`src/rtl/trig_pkg.sv`:
```
package trig_pkg;

  typedef enum logic [3:0] {
    M_A_ONLY        = 4'd0,
    M_A_OR_B        = 4'd1,
    M_A_THEN_B      = 4'd2,
    M_A_AND_BDATA   = 4'd3,
    M_A_AND_NBDATA  = 4'd4,
    M_IN_RANGE      = 4'd5,
    M_OUT_RANGE     = 4'd6,
    M_REC_B         = 4'd7,
    M_A_THEN_REC_B  = 4'd8
  } trig_mode_e;

  localparam int MODE_W   = 4;
  localparam int SEL_W    = 3;
  localparam int CTRL_W   = 10;

  localparam logic [SEL_W-1:0] SEL_A_ADDR = 3'd0;
  localparam logic [SEL_W-1:0] SEL_A_DATA = 3'd1;
  localparam logic [SEL_W-1:0] SEL_B_ADDR = 3'd2;
  localparam logic [SEL_W-1:0] SEL_B_DATA = 3'd3;
  localparam logic [SEL_W-1:0] SEL_CTRL   = 3'd4;

  localparam int BIT_A_RW_EN  = 4;
  localparam int BIT_A_RW_VAL = 5;
  localparam int BIT_A_DAT_EN = 6;
  localparam int BIT_B_RW_EN  = 7;
  localparam int BIT_B_RW_VAL = 8;
  localparam int BIT_B_DAT_EN = 9;

endpackage

```
`src/rtl/trig_comparator.sv`:
```
module trig_comparator #(
  parameter int ADDR_W = 16
) (
  input  logic              valid,
  input  logic [ADDR_W-1:0] addr,
  input  logic [ADDR_W-1:0] ref_addr,
  input  logic              rd,
  input  logic              rw_en,
  input  logic              rw_val,
  input  logic              dat_en,
  input  logic              data_eq,
  output logic              hit,
  output logic              rw_ok
);

  logic addr_eq;

  always_comb begin
    addr_eq = (addr == ref_addr);
    rw_ok   = !rw_en || (rd == rw_val);
    hit     = valid && addr_eq && rw_ok && (!dat_en || data_eq);
  end

endmodule

```
`src/rtl/trig_combiner.sv`:
```
module trig_combiner
  import trig_pkg::*;
#(
  parameter int ADDR_W = 16
) (
  input  logic [MODE_W-1:0] mode,
  input  logic              bus_valid,
  input  logic [ADDR_W-1:0] bus_addr,
  input  logic [ADDR_W-1:0] lo_addr,
  input  logic [ADDR_W-1:0] hi_addr,
  input  logic              seq_seen,
  input  logic              a_hit,
  input  logic              a_rw_ok,
  input  logic              b_hit,
  input  logic              b_rw_ok,
  input  logic              b_data_eq,
  output logic              hit,
  output logic              store
);

  logic in_span;

  always_comb begin
    in_span = (bus_addr >= lo_addr) && (bus_addr <= hi_addr);
    hit     = 1'b0;
    store   = bus_valid;
    case (mode)
      M_A_ONLY:       hit = a_hit;
      M_A_OR_B:       hit = a_hit || b_hit;
      M_A_THEN_B:     hit = seq_seen && b_hit;
      M_A_AND_BDATA:  hit = a_hit && b_rw_ok && b_data_eq;
      M_A_AND_NBDATA: hit = a_hit && b_rw_ok && !b_data_eq;
      M_IN_RANGE:     hit = bus_valid && in_span;
      M_OUT_RANGE:    hit = bus_valid && !in_span;
      M_REC_B: begin
        hit   = b_hit;
        store = b_hit;
      end
      M_A_THEN_REC_B: begin
        hit   = seq_seen && b_hit;
        store = seq_seen && b_hit;
      end
      default: begin
        hit   = 1'b0;
        store = 1'b0;
      end
    endcase
  end

  // a comparator hit always carries a satisfied direction qualifier
  always_comb begin
    a_r3_hit_has_rw : assert (!a_hit || a_rw_ok);
  end

  // reserved modes raise nothing
  always_comb begin
    a_r10_reserved_quiet : assert (!(mode > MODE_W'(M_A_THEN_REC_B)) || (!hit && !store));
  end

endmodule

```
`src/rtl/trig_sequencer.sv`:
```
module trig_sequencer
  import trig_pkg::*;
(
  input  logic              clk,
  input  logic              rst_n,
  input  logic              ctrl_wr,
  input  logic [MODE_W-1:0] mode,
  input  logic              a_hit,
  input  logic              hit,
  input  logic              store,
  output logic              seq_seen,
  output logic              trig_o,
  output logic              store_o
);

  logic armed_q, armed_d;
  logic seq_q, seq_d;
  logic trig_q, trig_d;
  logic store_q, store_d;

  always_comb begin
    armed_d = armed_q;
    seq_d   = seq_q;
    trig_d  = 1'b0;
    store_d = 1'b0;
    if (ctrl_wr) begin
      armed_d = 1'b1;
      seq_d   = 1'b0;
    end else begin
      trig_d  = armed_q && hit;
      store_d = store;
      if (armed_q && hit) armed_d = 1'b0;
      if (a_hit)          seq_d   = 1'b1;
    end
  end

  always_ff @(posedge clk or negedge rst_n) begin
    if (!rst_n) begin
      armed_q <= 1'b0;
      seq_q   <= 1'b0;
      trig_q  <= 1'b0;
      store_q <= 1'b0;
    end else begin
      armed_q <= armed_d;
      seq_q   <= seq_d;
      trig_q  <= trig_d;
      store_q <= store_d;
    end
  end

  assign seq_seen = seq_q;
  assign trig_o   = trig_q;
  assign store_o  = store_q;

  // trigger never lasts two cycles
  a_r11_single_pulse : assert property (@(posedge clk) disable iff (!rst_n)
    trig_q |=> !trig_q);

  // a pulse needs the unit to have been armed
  a_r11_needs_armed : assert property (@(posedge clk) disable iff (!rst_n)
    trig_q |-> $past(armed_q));

  // in the sequence mode a pulse needs an earlier A event
  a_r6_seq_order : assert property (@(posedge clk) disable iff (!rst_n)
    (trig_q && $past(mode) == MODE_W'(M_A_THEN_B)) |-> $past(seq_q));

  // a control write silences both outputs for its cycle
  a_r2_ctrl_quiet : assert property (@(posedge clk) disable iff (!rst_n)
    ctrl_wr |=> (!trig_q && !store_q));

  // a control write leaves the unit armed with a clear sequence
  a_r2_ctrl_arms : assert property (@(posedge clk) disable iff (!rst_n)
    ctrl_wr |=> (armed_q && !seq_q));

endmodule

```
`src/rtl/bus_trigger_unit.sv`:
```
module bus_trigger_unit
  import trig_pkg::*;
#(
  parameter int ADDR_W = 16,
  parameter int DATA_W = 8
) (
  input  logic              clk,
  input  logic              rst_n,
  input  logic              bus_valid,
  input  logic [ADDR_W-1:0] bus_addr,
  input  logic [DATA_W-1:0] bus_data,
  input  logic              bus_rd,
  input  logic              cfg_we,
  input  logic [2:0]        cfg_sel,
  input  logic [ADDR_W-1:0] cfg_wdata,
  output logic              trig_o,
  output logic              store_o
);

  logic [ADDR_W-1:0] a_addr_q, a_addr_d, b_addr_q, b_addr_d;
  logic [DATA_W-1:0] a_data_q, a_data_d, b_data_q, b_data_d;
  logic [CTRL_W-1:0] ctrl_q, ctrl_d;
  logic              ctrl_wr;

  // configuration next-state
  always_comb begin
    a_addr_d = a_addr_q;
    a_data_d = a_data_q;
    b_addr_d = b_addr_q;
    b_data_d = b_data_q;
    ctrl_d   = ctrl_q;
    ctrl_wr  = 1'b0;
    if (cfg_we) begin
      case (cfg_sel)
        SEL_A_ADDR: a_addr_d = cfg_wdata;
        SEL_A_DATA: a_data_d = cfg_wdata[DATA_W-1:0];
        SEL_B_ADDR: b_addr_d = cfg_wdata;
        SEL_B_DATA: b_data_d = cfg_wdata[DATA_W-1:0];
        SEL_CTRL: begin
          ctrl_d  = cfg_wdata[CTRL_W-1:0];
          ctrl_wr = 1'b1;
        end
        default: ;
      endcase
    end
  end

  always_ff @(posedge clk or negedge rst_n) begin
    if (!rst_n) begin
      a_addr_q <= '0;
      a_data_q <= '0;
      b_addr_q <= '0;
      b_data_q <= '0;
      ctrl_q   <= '0;
    end else if (cfg_we) begin
      a_addr_q <= a_addr_d;
      a_data_q <= a_data_d;
      b_addr_q <= b_addr_d;
      b_data_q <= b_data_d;
      ctrl_q   <= ctrl_d;
    end
  end

  logic a_data_eq, b_data_eq;
  logic a_hit, a_rw_ok, b_hit, b_rw_ok;
  logic hit, store, seq_seen;

  assign a_data_eq = (bus_data == a_data_q);
  assign b_data_eq = (bus_data == b_data_q);

  trig_comparator #(.ADDR_W(ADDR_W)) u_cmp_a (
    .valid   (bus_valid),
    .addr    (bus_addr),
    .ref_addr(a_addr_q),
    .rd      (bus_rd),
    .rw_en   (ctrl_q[BIT_A_RW_EN]),
    .rw_val  (ctrl_q[BIT_A_RW_VAL]),
    .dat_en  (ctrl_q[BIT_A_DAT_EN]),
    .data_eq (a_data_eq),
    .hit     (a_hit),
    .rw_ok   (a_rw_ok)
  );

  trig_comparator #(.ADDR_W(ADDR_W)) u_cmp_b (
    .valid   (bus_valid),
    .addr    (bus_addr),
    .ref_addr(b_addr_q),
    .rd      (bus_rd),
    .rw_en   (ctrl_q[BIT_B_RW_EN]),
    .rw_val  (ctrl_q[BIT_B_RW_VAL]),
    .dat_en  (ctrl_q[BIT_B_DAT_EN]),
    .data_eq (b_data_eq),
    .hit     (b_hit),
    .rw_ok   (b_rw_ok)
  );

  trig_combiner #(.ADDR_W(ADDR_W)) u_comb (
    .mode     (ctrl_q[MODE_W-1:0]),
    .bus_valid(bus_valid),
    .bus_addr (bus_addr),
    .lo_addr  (a_addr_q),
    .hi_addr  (b_addr_q),
    .seq_seen (seq_seen),
    .a_hit    (a_hit),
    .a_rw_ok  (a_rw_ok),
    .b_hit    (b_hit),
    .b_rw_ok  (b_rw_ok),
    .b_data_eq(b_data_eq),
    .hit      (hit),
    .store    (store)
  );

  trig_sequencer u_seq (
    .clk     (clk),
    .rst_n   (rst_n),
    .ctrl_wr (ctrl_wr),
    .mode    (ctrl_q[MODE_W-1:0]),
    .a_hit   (a_hit),
    .hit     (hit),
    .store   (store),
    .seq_seen(seq_seen),
    .trig_o  (trig_o),
    .store_o (store_o)
  );

  // an inside-window pulse comes from an address within the bounds
  a_r8_window_bounds : assert property (@(posedge clk) disable iff (!rst_n)
    (bus_valid && !cfg_we && ctrl_q[MODE_W-1:0] == MODE_W'(M_IN_RANGE) && hit)
      |-> (bus_addr >= a_addr_q && bus_addr <= b_addr_q));

  // store output follows a valid bus cycle one clock later
  a_r12_store_latency : assert property (@(posedge clk) disable iff (!rst_n)
    store_o |-> $past(bus_valid));

endmodule

```
`config.mk`:
```
export PLATFORM = sky130hd
export DESIGN_NAME = bus_trigger_unit
export DESIGN_NICKNAME = d
export VERILOG_FILES = /design/src/rtl/trig_pkg.sv /design/src/rtl/trig_comparator.sv /design/src/rtl/trig_combiner.sv /design/src/rtl/trig_sequencer.sv /design/src/rtl/bus_trigger_unit.sv
export SDC_FILE = /design/constraint.sdc
export NUM_CORES = 1
export LEC_CHECK = 0
export CAP_MARGIN = 20
export CORE_UTILIZATION = 28
export CTS_BUF_LIST = sky130_fd_sc_hd__clkbuf_16
export CTS_CLUSTER_DIAMETER = 30
export DETAILED_ROUTE_END_ITERATION = 16
export PLACE_DENSITY = 0.5
export SETUP_SLACK_MARGIN = 0.5
export SKIP_LAST_GASP = 1
export SLEW_MARGIN = 40
export SYNTH_ARGS = -nofsm -noshare
export SYNTH_HDL_FRONTEND = slang
export SYNTH_SLANG_ARGS = --single-unit
export TNS_END_PERCENT = 50
```
`constraint.sdc`:
```
create_clock -name clk -period 4 [get_ports clk]
set_input_delay 0.4 -clock clk [delete_from_list [all_inputs] [get_ports clk]]
set_output_delay 0.4 -clock clk [all_outputs]
set_load 0.1 [all_outputs]
```
==> reports/results.txt, run 1 <==
Register area share after synthesis = 43.8%
Initial antenna violation count = 0
Syn Area/Cell = 10.3 um2
Syn Nets = 423
PortBufs = 49
Cts hold-fix bufs = 0
Final Hold Viols = 0
CTS buffer count = 9
Final ANT Viol Nets = 0
CP Data Required Time = 4.21 ns
Synth cell count leaders = dfrtp_1 (62), nand2_1 (40), inv_1 (33)
Die ar. = 0.0131 mm2
Launching point of the worst reg2reg path = a_addr_q[10]$_DFFE_PN0P_
Buf+Inv Stages, Crit Path = 1
Die height = 115 um
Netlist Area Pre-Place = 0.00354 mm2
Critical-path cell list = clkdlybuf4s50_1 > ha_1 > nand4_1 > nor4_1 > o21ai_2 > a32oi_2 > a2111oi_2 > o31a_1
Number of DRC markers in iteration 0 = 66
Clock Path Buffers = 2
Max Freq = 406 MHz
Power per cell area = 469 mW/mm2
Initial Util = 29.1%
CP Depth = 8
Vias = 2626
Fin util = 37.2%
Top cells by area, synth = dfrtp_1 (44%), ha_1 (11%), mux2_2 (8.6%), nand2_1 (4.2%), xnor2_1 (4.2%)
WS Path Type = in2reg
DRC = 0
Register bit total from synthesis = 62
Worst-margin pin slew = 0.538 ns
Average wire per standard cell = 14.7 um
Worst setup path end = u_seq.trig_o$_DFF_PN0_
Share of cells above drive strength 1 = 16.7%
Skew final = 0.00455 ns
Reg2reg setup slack = 1.70 ns
Final setup violation count = 0
MaxCap Viol Count = 0
Mapped Cells = 343
Routed vias/inst = 4.61
Fin Hold WS = 0.0426 ns
VDD IR max = 0.211 mV
Row cnt = 40
Leak = 1.95 nW
Largest net degree at the start of global routing = 39
Worst Reg-to-Reg Cells = 8
Slowest cell delay on critical path = 0.51 ns
Post-place setup slack = 1.21 ns
Largest area contributor in the netlist = dfrtp_1
Minimum clock period = 2.47 ns
EDFF count, synth = 0
Most common cell in the netlist = dfrtp_1
Status = completed
Synth top area share = 43.8%
Synth-to-Final Area Change = 27.8%
Ys async rst share = 100%
Max Slew Vio Count = 0
Clock Tree Root = clkbuf_16
H-Tree Depth = 3
RSZ-0062 raised after global routing = false
Slew headroom = 63.8%
Hold/Removal Path Class = in2async
Crit path DAT = 2.68 ns
Die X = 115 um
GRT Overall Usage = 14.4%
Gpl congestion = 0.811
CP startpoint kind = input port
Fin crit share = 61.6%
Crit-path leading delay family = compound AO/OA/AOI/OAI gates
Antenna cells = 0
CTS tree = built
Core Region = 0.0122 mm2
Grt total ovfl = 0
Crit-path slowest cell = nor4_1
Post-CTS Setup Repair Bufs = 0
Vias in the first global route = 2695
Clock Sinks = 62
Initial DRT Pass Iterations = 4
Nets = 477
IO Pins = 50
Reg2Reg Capture Point = u_seq.trig_o$_DFF_PN0_
Global-route wire length before repair = 14000 um
PnR worst setup slack = 1.53 ns
Yosys cell types = 55
Critical Path Start = bus_addr[9]
Final setup TNS = 0 ns
Post-detail-place hpwl = 6390 um
Routed WL = 8360 um
Power Total = 2.13 mW
Ys Warns = 0
Crit. End Element = register
Latest clock arrival within the worst-skew pair = 0.33 ns
Post-cts sizing count = 0
Clock transition at the registers of the reported paths = 0.05 ns
Worst Path Max Fanout = 2
Prevailing post-synth register cell = dfrtp_1
## cell usage in the layout (no fill, tap or decap), types with 2 or more instances in the layout
cell,synthesis,final
clkinvlp_4,0,2
xnor2_1,17,17
nor4b_1,3,2
nand4_2,3,3
dfrtp_1,62,62
a21oi_1,15,15
xor2_1,2,2
a21o_1,3,3
mux2_2,27,27
nor2b_1,2,2
nor2_1,8,8
clkdlybuf4s50_1,0,46
clkbuf_16,0,9
inv_1,33,34
o21ai_0,29,29
nand4_1,7,7
nand2b_1,2,2
buf_4,2,7
nand3_1,4,4
buf_2,1,2
nor4_1,2,2
or2b_2,2,2
o21ai_1,6,6
nand2_1,40,40
ha_1,32,32
## worst min-delay path by stage
stage	endpoint	slack, ns
floorplan	a_addr_q[0]$_DFFE_PN0P_	0.10
global placement	ctrl_q[6]$_DFFE_PN0P_	0.49
detailed placement	b_data_q[4]$_DFFE_PN0P_	0.41
CTS	b_data_q[2]$_DFFE_PN0P_	0.06
global route	b_data_q[2]$_DFFE_PN0P_	0.07
finish	b_data_q[2]$_DFFE_PN0P_	0.04
## through the flow
stage,instances,instance area (um2)
6_report,570,4530
3_5_place_dp,553,4230
2_1_floorplan,343,3540
3_3_place_gp,553,4240
4_1_cts,569,4520
5_1_grt,570,4530
## area by class of cell
| type | instances | area (um2) |
|---|---|---|
| multi-input combinational | 236 | 1830 |
| fill | 1219 | 7630 |
| timing repair buffer | 55 | 523 |
| tap | 168 | 210 |
| clock inverter | 7 | 66.3 |
| sequential | 62 | 1550 |
| clock buffer | 9 | 225 |
| inverter | 33 | 124 |
## flip-flops by register name, indices dropped and copies added (netlist names)
name / cells
u_seq.armed_q: 1
a_data_q: 8
ctrl_q: 10
a_addr_q: 16
u_seq.seq_seen: 1
b_addr_q: 16
u_seq.trig_o: 1
u_seq.store_o: 1
b_data_q: 8
## where the power goes
group | leakage [nW] | internal [mW] | total [mW] | switching [mW]
Sequential | 0.754 | 0.760 | 0.835 | 0.0746
Combinational | 1.06 | 0.258 | 0.533 | 0.275
Clock | 0.140 | 0.477 | 0.758 | 0.281
Total | 1.95 | 1.49 | 2.13 | 0.631
## cell families (layout without fill, tap and decap cells)
| group | count (synthesis) | in the layout | synth area share [%] |
|---|---|---|---|
| DFF | 62 | 62 | 43.8 |
| and+or+nand+nor | 87 | 87 | 13.9 |
| xor gates and xnor gates | 19 | 19 | 4.69 |
| adders and majority gates | 32 | 32 | 11.3 |
| muxes | 27 | 27 | 8.58 |
| AOI/OAI and AO/OA | 71 | 71 | 12.6 |
| buffers and inverters | 45 | 104 | 5.22 |
## worst register-to-register path, cell delays in order, from the launching register on
cell	delay, ns
dfrtp_1	0.33
inv_1	0.05
ha_1	0.28
nand4_1	0.18
nor4_1	0.51
o21ai_2	0.14
a32oi_2	0.27
a2111oi_2	0.11
o31a_1	0.32
## per-layer routing
layer	vias to the layer above	share of wire, %	GRT usage [%]
li1	1311	-	-
met1	1260	48	18.5
met2	49	47	23.1
met3	6	3.7	4.08
met4	0	0.96	4.94
met5	-	0	0
Note: power is estimated with default switching activity, not from simulation.
==> run 2: changes to the inputs <==
==> constraint.sdc (replaced) <==
create_clock -name clk -period 2.3 [get_ports clk]
set_input_delay 0.23 -clock clk [delete_from_list [all_inputs] [get_ports clk]]
set_output_delay 0.23 -clock clk [all_outputs]
set_load 0.1 [all_outputs]
==> run 2 against run 1 <==
Against the previous run:
- the flow now finishes with violations (negative hold slack)
- power up 77%
- clock skew increased by 0.0039 ns
- register-to-register slack got worse by 1.5 ns
- die area is the same
- final cell count grew 2.8%
- clock power rose by 62%
==> reports/results.txt, run 2 (synthesis results as in run 1) <==
Status = finished with violations
Failing checks = negative hold slack
Grt total ovfl = 0
Largest net degree at the start of global routing = 63
Commonest non-fill, non-tap cell in the layout = dfrtp_1
DRC = 0
Worst-margin pin slew = 0.601 ns
RSZ-0062 raised after global routing = true
CTS tree = built
CP startpoint kind = register
Routed vias/inst = 4.54
Crit. End Element = register
Fin crit share = 90.4%
Worst Path Max Fanout = 2
CP Data Required Time = 2.52 ns
Cts hold-fix bufs = 0
Clock power frac = 32.6%
GRT Overall Usage = 14.9%
VDD IR max = 0.340 mV
Vias = 2663
Max Freq = 481 MHz
Fin util = 39.5%
Fin Hold WS = -0.0268 ns
Routed WL = 8610 um
Final setup violation count = 0
Power Total = 3.76 mW
Average wire per standard cell = 14.7 um
Vias in the first global route = 2868
Power per cell area = 781 mW/mm2
Hold/Removal Path Class = in2async
Max Slew Vio Count = 0
H-Tree Depth = 3
Initial Util = 29.1%
MaxCap Viol Count = 0
Slew headroom = 59.9%
Clock Sinks = 62
Gpl congestion = 0.774
Cell Int Power = 2.58 mW
Skew final = 0.00846 ns
Nets = 493
Filler cell count = 1231
Leak = 2.03 nW
Crit path DAT = 2.29 ns
IO Pins = 50
Final ANT Viol Nets = 0
Slowest cell delay on critical path = 0.37 ns
Die ar. = 0.0131 mm2
Die height = 115 um
PortBufs = 49
Multi-input logic area = 0.00201 mm2
Crit-path slowest cell = dfrtp_1
Initial antenna violation count = 0
Initial DRT Pass Iterations = 4
WS Path Type = reg2reg
CTS buffer count = 9
Placement-stage cell area = 0.00442 mm2
Critical-path cell list = inv_2 > ha_4 > a21o_1 > a21o_1 > a211o_1 > a32oi_2 > a2111oi_4 > o31a_1
Worst path most repeated cell = a21o_1
Clock Tree Root = clkbuf_16
Minimum clock period = 2.08 ns
Flop pwr share = 38.7%
Antenna cells = 0
Combinational share of power = 28.6%
Latest clock arrival within the worst-skew pair = 0.33 ns
Synth-to-Final Area Change = 35.6%
Row cnt = 40
Post-detail-place hpwl = 6600 um
Sw Ratio = 31.3%
Sequential Area = 0.00155 mm2
Die X = 115 um
Global-route wire length before repair = 14600 um
Largest registers = a_addr_q x16, b_addr_q x16, ctrl_q x10
Number of DRC markers in iteration 0 = 58
Commonest non-fill, non-tap cells in the layout = dfrtp_1 (62), clkdlybuf4s50_1 (39), nand2_1 (38)
Final instance area = 0.00481 mm2
Final setup TNS = 0 ns
Clock Path Buffers = 2
Core Region = 0.0122 mm2
Final Hold Viols = 24
Clock transition at the registers of the reported paths = 0.06 ns
Share of cells above drive strength 1 = 25.1%
Switching power = 1.18 mW
-- run 2: routing by layer --
layer | track usage (%) | vias to the layer above | share of wire [%]
li1 | - | 1340 | -
met1 | 19.0 | 1260 | 48
met2 | 24.1 | 49 | 46
met3 | 3.71 | 14 | 4.0
met4 | 6.06 | 0 | 2.0
met5 | 0 | - | 0
-- run 2: stage by stage --
stage | std cells | setup slack [ns]
floorplan | 343 | 0.415
global placement | 569 | -0.109
detailed placement | 569 | -0.140
CTS | 586 | 0.261
global route | 586 | 0.149
finish | 586 | 0.221
-- run 2: final timing paths --
| check | start | to | slack, ns | cells past startpoint |
|---|---|---|---|---|
| min | rst_n | b_data_q[2]$_DFFE_PN0P_ | -0.03 | 2 |
| max | b_addr_q[5]$_DFFE_PN0P_ | u_seq.trig_o$_DFF_PN0_ | 0.22 | 8 |
| min in group clk | cfg_wdata[14] | b_addr_q[14]$_DFFE_PN0P_ | 0.50 | 3 |
| min reg2reg | ctrl_q[6]$_DFFE_PN0P_ | ctrl_q[6]$_DFFE_PN0P_ | 0.50 | 1 |
| max in group asynchronous | rst_n | b_addr_q[14]$_DFFE_PN0P_ | 1.89 | 2 |
| max reg2reg | b_addr_q[5]$_DFFE_PN0P_ | u_seq.trig_o$_DFF_PN0_ | 0.22 | 8 |
-- run 2: final cells by class --
| cell class | instances | share of cell area (%) |
|---|---|---|
| Tap cell | 168 | 4.37 |
| Clock buffer | 9 | 4.69 |
| Sequential cell | 62 | 32.3 |
| Clock inverter | 7 | 0.859 |
| Inverter | 33 | 2.58 |
| Timing Repair Buffer | 71 | 13.3 |
| Multi-Input combinational cell | 236 | 41.9 |
-- run 2: what timing repair did --
item | in CTS | in global routing
gates resized for setup | 20 | 7
endpoints found under the setup margin | 4 | 4
pin swaps | 8 | 3
setup buffers | 1 | 0
-- run 2: power groups by stage --
stage	Sequential, mW	Combinational, mW	Clock, mW
after CTS	1.45	1.08	1.28
final	1.46	1.07	1.23
after global routing	1.49	1.22	1.32
after floorplan	1.44	0.695	0
after detailed placement	1.47	1.01	0
after global placement	1.46	0.989	0
-- run 2: worst max-delay path, delay by kind of cell (launching register included) --
family / cells / cell delay [ns]
buffers and inverters: 1 / 0.08
AO/OA/AOI/OAI: 6 / 1.31
adder cells (fa/ha/maj): 1 / 0.20
flip-flops: 1 / 0.37
==> run 3: changes to the inputs <==
==> constraint.sdc (replaced) <==
create_clock -name clk -period 2.3 [get_ports clk]
set_input_delay 0.46 -clock clk [delete_from_list [all_inputs] [get_ports clk]]
set_output_delay 0.46 -clock clk [all_outputs]
set_load 0.05 [all_outputs]
==> run 3 against run 2 <==
Against the previous run:
- the run now ends clean
- global-route usage up 0.39 points
- sequential cell count did not move
- maximum frequency down 2.3%
- clock skew shrank 0.00054 ns
- clock-buffer cell count stayed put
- register-to-register slack got worse by 0.03 ns
- sequential share of layout area down 2.2 points
==> reports/results.txt, run 3 (synthesis results as in run 1) <==
Status = completed
Initial DRT Pass Iterations = 4
Die ar. = 0.0131 mm2
Sw Ratio = 29.8%
Switching power = 1.21 mW
Die height = 115 um
Largest net degree at the start of global routing = 47
Clock Path Buffers = 2
Routed vias/inst = 4.60
Flop pwr share = 36.0%
Post-detail-place hpwl = 6730 um
VDD IR max = 0.391 mV
Final ANT Viol Nets = 0
Vias in the first global route = 2853
Number of DRC markers in iteration 0 = 112
Final setup violation count = 0
Latest clock arrival within the worst-skew pair = 0.34 ns
CP startpoint kind = input port
GRT Overall Usage = 15.3%
Initial antenna violation count = 0
CP Data Required Time = 2.54 ns
Met1 Usage GRT = 20.2%
Antenna cells = 0
DRC = 0
Clock Sinks = 62
Clock Tree Root = clkbuf_16
CTS buffer count = 9
MaxCap Viol Count = 0
Largest registers = a_addr_q x16, b_addr_q x16, ctrl_q x10
Grt peak-use layer = met2
Critical Path Start = bus_addr[12]
Gpl congestion = 0.803
Worst setup path end = u_seq.armed_q$_DFFE_PN0P_
Fin Hold WS = 0.0498 ns
Core Region = 0.0122 mm2
PortBufs = 49
Met3 Track Usage GR = 4.02%
Worst Reg-to-Reg Cells = 9
Combinational share of power = 28.5%
Routed WL = 9170 um
Power Total = 4.05 mW
Share of cells above drive strength 1 = 30.0%
H-Tree Depth = 3
Cell Int Power = 2.84 mW
Crit path DAT = 2.37 ns
WS Path Type = in2reg
Clock transition at the registers of the reported paths = 0.06 ns
Commonest non-fill, non-tap cell in the layout = dfrtp_1
Row cnt = 40
RSZ-0062 raised after global routing = true
Commonest non-fill, non-tap cells in the layout = dfrtp_1 (62), nand2_1 (39), buf_4 (32)
Reg2reg setup slack = 0.19 ns
Synth-to-Final Area Change = 45.4%
Slew headroom = 60.2%
Max Slew Vio Count = 0
Leak = 2.22 nW
Initial Util = 29.1%
Max Freq = 470 MHz
Power per cell area = 785 mW/mm2
Clock power frac = 35.5%
Minimum clock period = 2.13 ns
Average wire per standard cell = 15.3 um
Vias = 2748
Global-route wire length before repair = 14800 um
Hold/Removal Path Class = in2async
Nets = 506
Final Hold Viols = 0
Skew final = 0.00791 ns
Die X = 115 um
Worst Path Max Fanout = 2
Placement-stage cell area = 0.00454 mm2
Launching point of the worst reg2reg path = b_addr_q[7]$_DFFE_PN0P_
Met2 global-route usage = 23.5%
IO Pins = 50
Final instance area = 0.00515 mm2
Reg2Reg Capture Point = u_seq.armed_q$_DFFE_PN0P_
Grt total ovfl = 0
Crit. End Element = register
CTS tree = built
Worst-margin pin slew = 0.591 ns
Fin crit share = 92.6%
[run 3: cell count changes in the layout (fill, tap and decap cells not counted), moves of 2 or more]
cell and change:
clkdlybuf4s15_2 +3, clkinvlp_4 -2, buf_12 +2, ha_1 -8
bufinv_16 +2, ha_4 +8, dlygate4sd2_1 +2, dlymetal6s2s_1 +9
buf_4 +9, clkdlybuf4s15_1 +3, clkdlybuf4s50_1 -15
[run 3: power groups by stage]
stage	Clock, mW	Combinational (mW)	Sequential, mW
3_5_place_dp	0	1.02	1.47
4_1_cts	1.46	1.11	1.45
3_3_place_gp	0	0.996	1.46
5_1_grt	1.51	1.29	1.49
2_1_floorplan	0	0.703	1.43
6_report	1.44	1.15	1.46
[run 3: area by class of cell]
cell class	instances	area [um2]
multi-input combinational	236	2170
fill	1165	7010
clock buffer	9	225
clock inverter	6	77.6
inverter	33	124
sequential	62	1550
tap	168	210
timing repair buffer	84	792
[run 3: how the worst min path moves through the flow]
stage | start | endpoint | slack, ns | cells past startpoint
floorplan | rst_n | a_addr_q[0]$_DFFE_PN0P_ | 0.16 | 0
global placement | rst_n | a_data_q[2]$_DFFE_PN0P_ | 0.42 | 1
detailed placement | rst_n | a_data_q[4]$_DFFE_PN0P_ | 0.43 | 1
CTS | rst_n | a_data_q[4]$_DFFE_PN0P_ | 0.06 | 1
global route | rst_n | a_data_q[4]$_DFFE_PN0P_ | 0.07 | 1
finish | rst_n | a_data_q[0]$_DFFE_PN0P_ | 0.05 | 1
[run 3: what timing repair did]
action,in CTS,in global routing
hold buffers,0,0
setup buffers,0,5
gates resized for setup,43,25
pin swaps,22,17
endpoints found under the hold margin,0,0
endpoints found under the setup margin,6,10
[run 3: metrics by stage]
stage	setup slack, ns	std cells	setup TNS [ns]	utilization, %
2_1_floorplan	0.318	343	0	-
5_1_grt	0.0783	598	0	42.4
6_report	0.171	598	0	42.4
4_1_cts	0.165	593	0	41.1
3_3_place_gp	-0.446	578	-1.28	37.3
3_5_place_dp	-0.402	578	-1.26	37.3
[run 3: critical path, stage by stage]
cell	delay, ns
dlygate4sd2_1	0.28
ha_1	0.30
nand4_1	0.20
nor4_2	0.22
buf_4	0.17
o21ai_2	0.06
a32oi_2	0.26
a2111oi_4	0.11
buf_4	0.16
nor4_2	0.15
[run 3: per-layer routing]
layer,vias to the layer above,wire length [um]
li1,1375,-
met1,1310,4540
met2,50,4120
met3,13,337
met4,0,173
met5,-,0
